### config.mk
export PLATFORM = sky130hd
export DESIGN_NAME = txctl_regbank
export DESIGN_NICKNAME = d
export VERILOG_FILES = /design/src/rtl/txctl_pkg.sv /design/src/rtl/txctl_lock_fsm.sv /design/src/rtl/txctl_wr_gate.sv /design/src/rtl/txctl_regfile.sv /design/src/rtl/txctl_regbank.sv
export SDC_FILE = /design/constraint.sdc
export NUM_CORES = 1
export LEC_CHECK = 0
export BUFFER_PORTS_ARGS = -buffer_cell sky130_fd_sc_hd__buf_2
export CAP_MARGIN = 5
export CORE_ASPECT_RATIO = 0.8
export CORE_MARGIN = 2
export CORE_UTILIZATION = 38
export CTS_CLUSTER_DIAMETER = 50
export DETAILED_ROUTE_END_ITERATION = 10
export PLACE_DENSITY = 0.74
export SYNTH_ARGS = -nofsm -noshare
export SYNTH_HDL_FRONTEND = slang
export SYNTH_SLANG_ARGS = --single-unit
### constraint.sdc
create_clock -name clk -period 1.8 [get_ports clk]
set_input_delay 0.09 -clock clk [delete_from_list [all_inputs] [get_ports clk]]
set_output_delay 0.09 -clock clk [all_outputs]
set_load 0.03 [all_outputs]
### src/rtl/txctl_pkg.sv
package txctl_pkg;

    localparam int DATA_W    = 16;
    localparam int KEY_W     = 8;
    localparam int NUM_CFG   = 5;
    localparam int SLOT_MAIN = 0;
    localparam int SLOT_LOCK = 1;
    localparam int SLOT_CFG0 = 2;
    localparam int NUM_SLOTS = SLOT_CFG0 + NUM_CFG;
    localparam int MAIN_W    = 2;

    typedef enum logic {
        ST_OPEN,
        ST_SEALED
    } lock_state_t;

    typedef enum logic [1:0] {
        TGT_NONE,
        TGT_MAIN,
        TGT_LOCK,
        TGT_CFG
    } target_t;

    // Writable bits of each configuration slot, index 0 = slot SLOT_CFG0
    function automatic logic [DATA_W-1:0] cfg_mask(input int idx);
        case (idx)
            0:       return 16'h03FF;
            1:       return 16'h07FF;
            2:       return 16'h03FF;
            3:       return 16'h0F0F;
            4:       return 16'h0001;
            default: return 16'h0000;
        endcase
    endfunction

endpackage

### src/rtl/txctl_lock_fsm.sv
module txctl_lock_fsm
    import txctl_pkg::*;
(
    input  logic clk,
    input  logic rst_n,
    input  logic seal_req,
    output logic locked
);

    lock_state_t state_q;
    lock_state_t state_d;

    always_ff @(posedge clk or negedge rst_n) begin
        if (!rst_n) begin
            state_q <= ST_OPEN;
        end else begin
            state_q <= state_d;
        end
    end

    always_comb begin
        state_d = state_q;
        unique case (state_q)
            ST_OPEN:   if (seal_req) state_d = ST_SEALED;
            ST_SEALED: state_d = ST_SEALED;
            default:   state_d = ST_OPEN;
        endcase
    end

    always_comb begin
        unique case (state_q)
            ST_SEALED: locked = 1'b1;
            default:   locked = 1'b0;
        endcase
    end

endmodule

### src/rtl/txctl_wr_gate.sv
module txctl_wr_gate
    import txctl_pkg::*;
#(
    parameter int               ADDR_W = 4,
    parameter logic [KEY_W-1:0] WR_KEY = 8'hA5
) (
    input  logic               clk,
    input  logic               rst_n,
    input  logic [ADDR_W-1:0]  bus_addr,
    input  logic [KEY_W-1:0]   key_in,
    input  logic               bus_we,
    input  logic               priv_en,
    input  logic               locked,
    output logic               main_wen,
    output logic               lock_wen,
    output logic [NUM_CFG-1:0] cfg_wen,
    output logic               wr_reject
);

    target_t tgt;
    logic    key_ok;
    logic    accept;
    logic    reject;

    assign key_ok = (key_in == WR_KEY);

    always_comb begin
        tgt = TGT_NONE;
        if (bus_addr == ADDR_W'(SLOT_MAIN)) begin
            tgt = TGT_MAIN;
        end else if (bus_addr == ADDR_W'(SLOT_LOCK)) begin
            tgt = TGT_LOCK;
        end else if (bus_addr >= ADDR_W'(SLOT_CFG0) &&
                     bus_addr <  ADDR_W'(NUM_SLOTS)) begin
            tgt = TGT_CFG;
        end
    end

    always_comb begin
        accept = 1'b0;
        reject = 1'b0;
        unique case (tgt)
            TGT_MAIN: begin
                accept = bus_we && priv_en && key_ok;
                reject = bus_we && !accept;
            end
            TGT_LOCK: begin
                accept = bus_we && priv_en && key_ok && !locked;
                reject = bus_we && !accept;
            end
            TGT_CFG: begin
                accept = bus_we && priv_en && !locked;
                reject = bus_we && !accept;
            end
            default: begin
                accept = 1'b0;
                reject = 1'b0;
            end
        endcase
    end

    assign main_wen = accept && (tgt == TGT_MAIN);
    assign lock_wen = accept && (tgt == TGT_LOCK);

    for (genvar g = 0; g < NUM_CFG; g++) begin : g_cfg_wen
        assign cfg_wen[g] = accept && (tgt == TGT_CFG) &&
                            (bus_addr == ADDR_W'(SLOT_CFG0 + g));
    end

    always_ff @(posedge clk or negedge rst_n) begin
        if (!rst_n) begin
            wr_reject <= 1'b0;
        end else begin
            wr_reject <= reject;
        end
    end

endmodule

### src/rtl/txctl_regfile.sv
module txctl_regfile
    import txctl_pkg::*;
#(
    parameter int ADDR_W = 4
) (
    input  logic                      clk,
    input  logic                      rst_n,
    input  logic [ADDR_W-1:0]         bus_addr,
    input  logic [DATA_W-1:0]         bus_wdata,
    input  logic                      main_wen,
    input  logic [NUM_CFG-1:0]        cfg_wen,
    input  logic                      locked,
    output logic [DATA_W-1:0]         bus_rdata,
    output logic [MAIN_W-1:0]         main_q,
    output logic [NUM_CFG*DATA_W-1:0] cfg_flat
);

    logic [DATA_W-1:0] cfg_q [NUM_CFG];

    always_ff @(posedge clk or negedge rst_n) begin
        if (!rst_n) begin
            main_q <= '0;
        end else if (main_wen) begin
            main_q <= bus_wdata[MAIN_W-1:0];
        end
    end

    for (genvar g = 0; g < NUM_CFG; g++) begin : g_cfg
        always_ff @(posedge clk or negedge rst_n) begin
            if (!rst_n) begin
                cfg_q[g] <= '0;
            end else if (cfg_wen[g]) begin
                cfg_q[g] <= bus_wdata & cfg_mask(g);
            end
        end
        assign cfg_flat[g*DATA_W +: DATA_W] = cfg_q[g];
    end

    always_comb begin
        bus_rdata = '0;
        if (bus_addr == ADDR_W'(SLOT_MAIN)) begin
            bus_rdata = {{(DATA_W-MAIN_W){1'b0}}, main_q};
        end else if (bus_addr == ADDR_W'(SLOT_LOCK)) begin
            bus_rdata = {{(DATA_W-1){1'b0}}, locked};
        end else begin
            for (int i = 0; i < NUM_CFG; i++) begin
                if (bus_addr == ADDR_W'(SLOT_CFG0 + i)) begin
                    bus_rdata = cfg_q[i];
                end
            end
        end
    end

endmodule

### src/rtl/txctl_regbank.sv
module txctl_regbank
    import txctl_pkg::*;
#(
    parameter int               ADDR_W = 4,
    parameter logic [KEY_W-1:0] WR_KEY = 8'hA5
) (
    input  logic              clk,
    input  logic              rst_n,
    input  logic [ADDR_W-1:0] bus_addr,
    input  logic [15:0]       bus_wdata,
    input  logic              bus_we,
    input  logic              priv_en,
    output logic [15:0]       bus_rdata,
    output logic              core_hold,
    output logic              flush_req,
    output logic              cfg_locked,
    output logic [7:0]        div_value,
    output logic              div_en,
    output logic              div_rst,
    output logic [10:0]       oper_cfg,
    output logic [9:0]        ping_cfg,
    output logic [3:0]        irq1_en,
    output logic [3:0]        irq2_en,
    output logic              dma_evt_en,
    output logic              wr_reject
);

    logic                      main_wen;
    logic                      lock_wen;
    logic [NUM_CFG-1:0]        cfg_wen;
    logic [MAIN_W-1:0]         main_q;
    logic [NUM_CFG*DATA_W-1:0] cfg_flat;
    logic                      unused_rsvd;

    txctl_wr_gate #(
        .ADDR_W (ADDR_W),
        .WR_KEY (WR_KEY)
    ) u_gate (
        .clk       (clk),
        .rst_n     (rst_n),
        .bus_addr  (bus_addr),
        .key_in    (bus_wdata[15:8]),
        .bus_we    (bus_we),
        .priv_en   (priv_en),
        .locked    (cfg_locked),
        .main_wen  (main_wen),
        .lock_wen  (lock_wen),
        .cfg_wen   (cfg_wen),
        .wr_reject (wr_reject)
    );

    txctl_lock_fsm u_lock (
        .clk      (clk),
        .rst_n    (rst_n),
        .seal_req (lock_wen && bus_wdata[0]),
        .locked   (cfg_locked)
    );

    txctl_regfile #(
        .ADDR_W (ADDR_W)
    ) u_regs (
        .clk       (clk),
        .rst_n     (rst_n),
        .bus_addr  (bus_addr),
        .bus_wdata (bus_wdata),
        .main_wen  (main_wen),
        .cfg_wen   (cfg_wen),
        .locked    (cfg_locked),
        .bus_rdata (bus_rdata),
        .main_q    (main_q),
        .cfg_flat  (cfg_flat)
    );

    assign core_hold  = main_q[0];
    assign flush_req  = main_q[1];
    assign div_rst    = cfg_flat[0*DATA_W + 0];
    assign div_en     = cfg_flat[0*DATA_W + 1];
    assign div_value  = cfg_flat[0*DATA_W + 2 +: 8];
    assign oper_cfg   = cfg_flat[1*DATA_W +: 11];
    assign ping_cfg   = cfg_flat[2*DATA_W +: 10];
    assign irq1_en    = cfg_flat[3*DATA_W +: 4];
    assign irq2_en    = cfg_flat[3*DATA_W + 8 +: 4];
    assign dma_evt_en = cfg_flat[4*DATA_W];

    assign unused_rsvd = ^{cfg_flat[0*DATA_W+10 +: 6], cfg_flat[1*DATA_W+11 +: 5],
                           cfg_flat[2*DATA_W+10 +: 6], cfg_flat[3*DATA_W+4 +: 4],
                           cfg_flat[3*DATA_W+12 +: 4], cfg_flat[4*DATA_W+1 +: 15]};

endmodule

==> flow_summary.toml, run 1 <==
[place]
gp_congestion = 0.792
port_buffers = 79
placed_area_um2 = 2770
post-dp-hpwl_um = 4220

[clocking]
cts_tree = "built"
cts_hold_buf = 1
htreeDepth = 2
cts_resized = 0
cts_buffers = 5
clkTransAtPathRegs_ps = 90
clockRootBuffer = "clkbuf_8"
cts.sinks = 44
insertion_delay_ps = 290
ctsLongestPathBuffers = 2
post_cts_buffers = 0

[global_route]
antenna_found_initial = 0
grt_pass1_vias = 1779
overflow = 0
grt_pass1_wl_um = 9270
gr-usage-all-layers_pct = 18.1
grt_max_degree = 45

[power_and_ir_drop]
p_per_area_nw_per_um2 = 1150
leakagePower_nw = 1.52
vdd_ir_drop_max_mv = 0.543

[critical_path]
r2r_slack_ps = 230
crit_type = "flip-flop to output pin"
worstPathArrival_ps = 1550
crit_required_ps = 1710
startpoint_type = "flip-flop"
worstSetupEndpointType = "output pin"
rr_worst_depth = 4
cp_max_fo = 3
reg2reg_from = "u_lock.state_q"
r2r_end = "u_regs.cfg_flat[24]"

[logic_synthesis]
syn_avg_cell_area_um2 = 12.2
synth_ff_type = "dfrtp_1"
ys_warn_count = 0
yosys-top-cells-count = "dfrtp_1, mux2_2, a21oi_1"
yosys_register_bits = 44
synth_cell_types = 41
async_flop_share_pct = 100
syn_inst = 187
synthTopCellsByArea = "dfrtp_1, mux2_2, mux2_4, buf_4, a21oi_1"
synth.top_cell.area_share_pct = 48.3
yosysMostFrequentCell = "dfrtp_1"
syn-cell-area_um2 = 2280
ys_seq_area_share_pct = 48.3
synth_largest_area_cell = "dfrtp_1"
synth-edff-count = 0

[sta]
fmax_mhz = 609
finalHoldViolations = 0
period_minus_slack_ps = 1640
setup_viol = 0
timing.hold.ws_ps = 19.1
finClkSkew_ps = 6.91
fin_tns_setup_ps = 0
fin_crit_sh_pct = 91.2
rsz0062_at_grt = "no"
worstMarginPinSlew_ps = 585
final_max_slew_viol_count = 0
relSlewSlack_pct = 60.6

[run]
maxCapViolCount = 0

[status]
outcome = "completed"

[min_path]
hold_path_depth = 3
hold_class = "input port to flip-flop"
holdPathEnd = "u_gate.wr_reject"
min_from = "bus_we"

[finish]
fillers = 531
syn2layout_area_growth_pct = 29.0
drive_gt1_share_pct = 53.1
nNetsFinal = 296
design_area_um2 = 2940
regArea_um2 = 1100
num_antenna_cells = 0
multi_input_area_um2 = 1060

[route]
viasPerCell = 5.15
wire_per_inst_um = 16.5
remaining_drc_errors = 0
drt-total-wl_um = 5840
drtIter0Drc = 130
via_count = 1824
ant_nets = 0
drt-pass1-iter-count = 4

[floorplan]
fp-row-count = 25
die_x_um = 90.6
core_um2 = 5850
ios = 84
die_h_um = 73.3
dieArea_um2 = 6640
initial_core_util_pct = 39.0
## placed cells by master (no fill, tap or decap), types with 3 or more instances in the layout
master / instances
o31ai_1: 3
a222oi_1: 4
a22oi_1: 3
a221oi_1: 5
bufinv_16: 3
a21oi_1: 11
buf_2: 79
a21boi_0: 3
mux2_4: 10
conb_1: 4
inv_1: 5
dfrtp_1: 44
nand2_1: 9
clkbuf_8: 5
buf_4: 12
o21ai_0: 8
a21o_1: 3
mux2_2: 31
## metrics by stage
step                utilization (%)  total power, mW  worst slack (ps)  std cells
finish                         50.3             3.38               159        354
detailed placement             47.4             2.37               150        345
global placement               47.4             2.35               184        345
floorplan                         -             2.03               108        190
CTS                            50.3             3.41               131        354
global route                   50.3             3.54              46.0        354
## worst max-delay path: stages, from the launching register on
cell and delay (ps):
dfrtp_1 400, nor3b_1 150, a31oi_1 150, nor3_1 60
a311o_1 330, buf_2 180
## area by class of cell
type / instances / share of cell area, %
Inverter: 5 / 0.638
Sequential cell: 44 / 37.4
Tap cell: 81 / 3.45
Clock inverter: 3 / 3.06
Timing Repair Buffer: 92 / 16.9
Multi-Input combinational cell: 124 / 36.2
Clock buffer: 5 / 2.34
## per-layer routing
| layer | up-vias | part of all wire [%] | track usage, % |
|---|---|---|---|
| li1 | 855 | - | - |
| met1 | 899 | 48 | 25.9 |
| met2 | 66 | 46 | 28.4 |
| met3 | 4 | 5.2 | 3.90 |
| met4 | 0 | 0.58 | 4.27 |
| met5 | - | 0 | 0 |
## state kept, by name (all words and copies together) (netlist names)
signal	cells
u_regs.cfg_flat	40
u_gate.wr_reject	1
u_lock.state_q	1
u_regs.main_q	2
## worst max path at each step
stage	start	cells past startpoint	slack, ps	to
after global routing	u_regs.main_q[1]	5	50	bus_rdata[1]
after detailed placement	bus_addr[2]	6	150	u_regs.cfg_flat[38]
final	u_regs.main_q[1]	5	160	bus_rdata[1]
after CTS	u_regs.main_q[1]	5	130	bus_rdata[1]
after floorplan	u_lock.state_q	5	110	u_regs.cfg_flat[16]
after global placement	bus_addr[2]	6	180	u_regs.cfg_flat[35]
## where the power goes
part	internal, mW	switching (mW)	leakage (nW)
Sequential	1.17	0.148	0.565
Combinational	0.369	0.662	0.879
Clock	0.694	0.338	0.0784
Total	2.24	1.15	1.52
## logic make-up after synthesis
| logic type | Yosys count | synth area share [%] |
|---|---|---|
| AO/OA/AOI/OAI | 47 | 14.1 |
| AND/OR/NAND/NOR | 32 | 10.0 |
| buffers and inverters | 22 | 5.44 |
| multiplexers | 41 | 21.9 |
| other | 1 | 0.165 |
| flip-flops | 44 | 48.3 |
No activity file was read; power rests on OpenSTA's default activity.
==> inputs of run 2 (changes only) <==
--- a/config.mk
+++ b/config.mk
@@ -5,14 +5,16 @@
 export SDC_FILE = /design/constraint.sdc
 export NUM_CORES = 1
 export LEC_CHECK = 0
+export ABC_CLOCK_PERIOD_IN_PS = 1300
 export BUFFER_PORTS_ARGS = -buffer_cell sky130_fd_sc_hd__buf_2
 export CAP_MARGIN = 5
 export CORE_ASPECT_RATIO = 0.8
 export CORE_MARGIN = 2
 export CORE_UTILIZATION = 38
+export CTS_BUF_LIST = sky130_fd_sc_hd__clkbuf_8
 export CTS_CLUSTER_DIAMETER = 50
 export DETAILED_ROUTE_END_ITERATION = 10
-export PLACE_DENSITY = 0.74
+export PLACE_DENSITY = 0.77
 export SYNTH_ARGS = -nofsm -noshare
 export SYNTH_HDL_FRONTEND = slang
 export SYNTH_SLANG_ARGS = --single-unit
==> constraint.sdc (replaced) <==
create_clock -name clk -period 1.3 [get_ports clk]
set_input_delay 0.065 -clock clk [delete_from_list [all_inputs] [get_ports clk]]
set_output_delay 0.065 -clock clk [all_outputs]
set_load 0.03 [all_outputs]
==> run 2 against run 1 <==
Compared with the run above: the run now ends with negative setup slack left; die area unchanged; first-iteration DRC count up 6.2%; global-route usage up 2.7 points; largest power group unchanged; sequential power up 39%; count of clock-buffer cells in the layout up 1.
==> flow_summary.toml, run 2 (same netlist as run 1, synthesis figures left out) <==
[status]
outcome = "finished, violations left"
failed_checks = "negative setup slack"

[place]
placed_area_um2 = 3080
port_buffers = 79
gp_congestion = 0.804
placedCellCount = 367
post-dp-hpwl_um = 4820
dpl_worst_slack_ps = -210

[finish]
multi_input_area_um2 = 1240
regArea_um2 = 1100
drive_gt1_share_pct = 65.5
final_common_cell = "buf_2"
num_antenna_cells = 0
largest_reg_flops = 40
final_cells = 388
syn2layout_area_growth_pct = 51.0
nNetsFinal = 330
design_area_um2 = 3440
fillers = 507
final_cell_mix = "buf_2, dfrtp_1, buf_4, mux2_4, mux2_2"

[clocking]
cts.sinks = 44
clockRootBuffer = "clkbuf_8"
clkTransAtPathRegs_ps = 90
insertion_delay_ps = 310
cts_buffers = 5
cts_tree = "built"
htreeDepth = 2
ctsLongestPathBuffers = 2

[floorplan]
die_h_um = 73.3
core_um2 = 5850
die_x_um = 90.6
ios = 84
fp-row-count = 25
initial_core_util_pct = 39.0
dieArea_um2 = 6640

[critical_path]
crit_start = "u_regs.main_q[1]"
cp_max_fo = 2
r2r_slack_ps = -200
startpoint_type = "flip-flop"
rr_worst_depth = 4
worstSetupEndpointType = "output pin"
worstPathArrival_ps = 1550
r2r_end = "u_regs.cfg_flat[16]"
reg2reg_from = "u_lock.state_q"
crit_type = "flip-flop to output pin"
setup.worst_path.end = "bus_rdata[1]"
crit_required_ps = 1240

[global_route]
antenna_found_initial = 0
grt_pass1_vias = 2062
grt_max_degree = 33
grt_pass1_wl_um = 10600
overflow = 0
gr-usage-all-layers_pct = 20.8

[sta]
setup_ws_ps = -312
rsz0062_at_grt = "yes"
final_max_slew_viol_count = 0
timing.hold.ws_ps = 16.3
period_minus_slack_ps = 1610
fmax_mhz = 620
setup_viol = 50
finalHoldViolations = 0
finClkSkew_ps = 7.66
fin_crit_sh_pct = 124

[route]
via_count = 2052
remaining_drc_errors = 0
drtIter0Drc = 138
wire_per_inst_um = 17.7
drt-pass1-iter-count = 4
ant_nets = 0
drt-total-wl_um = 6860
viasPerCell = 5.29

[power_and_ir_drop]
vdd_ir_drop_max_mv = 0.565
leakagePower_nw = 1.73
p_per_area_nw_per_um2 = 1320

[min_path]
hold_class = "input port to flip-flop"
hold_path_depth = 2

[run]
maxCapViolCount = 0
run 2: power breakdown:
part           switching [mW]  total (mW)  internal [mW]
logic                    1.02        1.76          0.732
clock network           0.497       0.927          0.431
registers               0.221        1.84           1.62
total                    1.74        4.53           2.79
run 2: critical path: stages, from the launching register on:
cell     delay (ps)
dfrtp_2         400
nor3b_1         140
a31oi_1         180
nor3_2           60
a311o_2         320
buf_6           140
run 2: metal layers:
metal | up-vias | share of wire, % | GRT usage (%)
li1 | 937 | - | -
met1 | 1025 | 43 | 26.5
met2 | 74 | 50 | 34.6
met3 | 16 | 4.9 | 4.72
met4 | 0 | 1.9 | 8.72
met5 | - | 0 | 0
run 2: worst min-delay path by stage:
stage / start / endpoint / slack (ps)
2_1_floorplan: rst_n / u_gate.wr_reject / -230
3_3_place_gp: rst_n / u_gate.wr_reject / -10
3_5_place_dp: rst_n / u_gate.wr_reject / -7
4_1_cts: bus_wdata[4] / u_regs.cfg_flat[20] / 10
5_1_grt: bus_wdata[5] / u_regs.cfg_flat[21] / 10
6_report: bus_wdata[11] / u_regs.cfg_flat[59] / 20
run 2: repair_timing:
action | 4_1_cts | 5_1_grt
setup buffers | 4 | 7
cloned | 0 | 1
hold buffers | 2 | 0
endpoints found under the hold margin | 45 | 0
endpoints found under the setup margin | 54 | 54
resized for setup | 27 | 18
pin swaps | 8 | 11
run 2: final cells by class:
cell class              instances  share of cell area, %
clock inverters                 2                  0.437
inverters                       5                  0.546
repair buffers                125                   25.4
clock buffers                   6                   2.40
well taps                      81                   2.95
flip-flops and latches         44                   32.1
multi-input cells             125                   36.2
run 2: per-stage QoR:
step | util (%) | total power, mW | setup TNS [ps]
finish | 58.8 | 4.53 | -6990
global route | 58.8 | 4.74 | -9160
CTS | 56.9 | 4.47 | -5840
detailed placement | 52.6 | 3.47 | -5760
global placement | 52.6 | 3.42 | -4940
floorplan | - | 2.87 | -6580
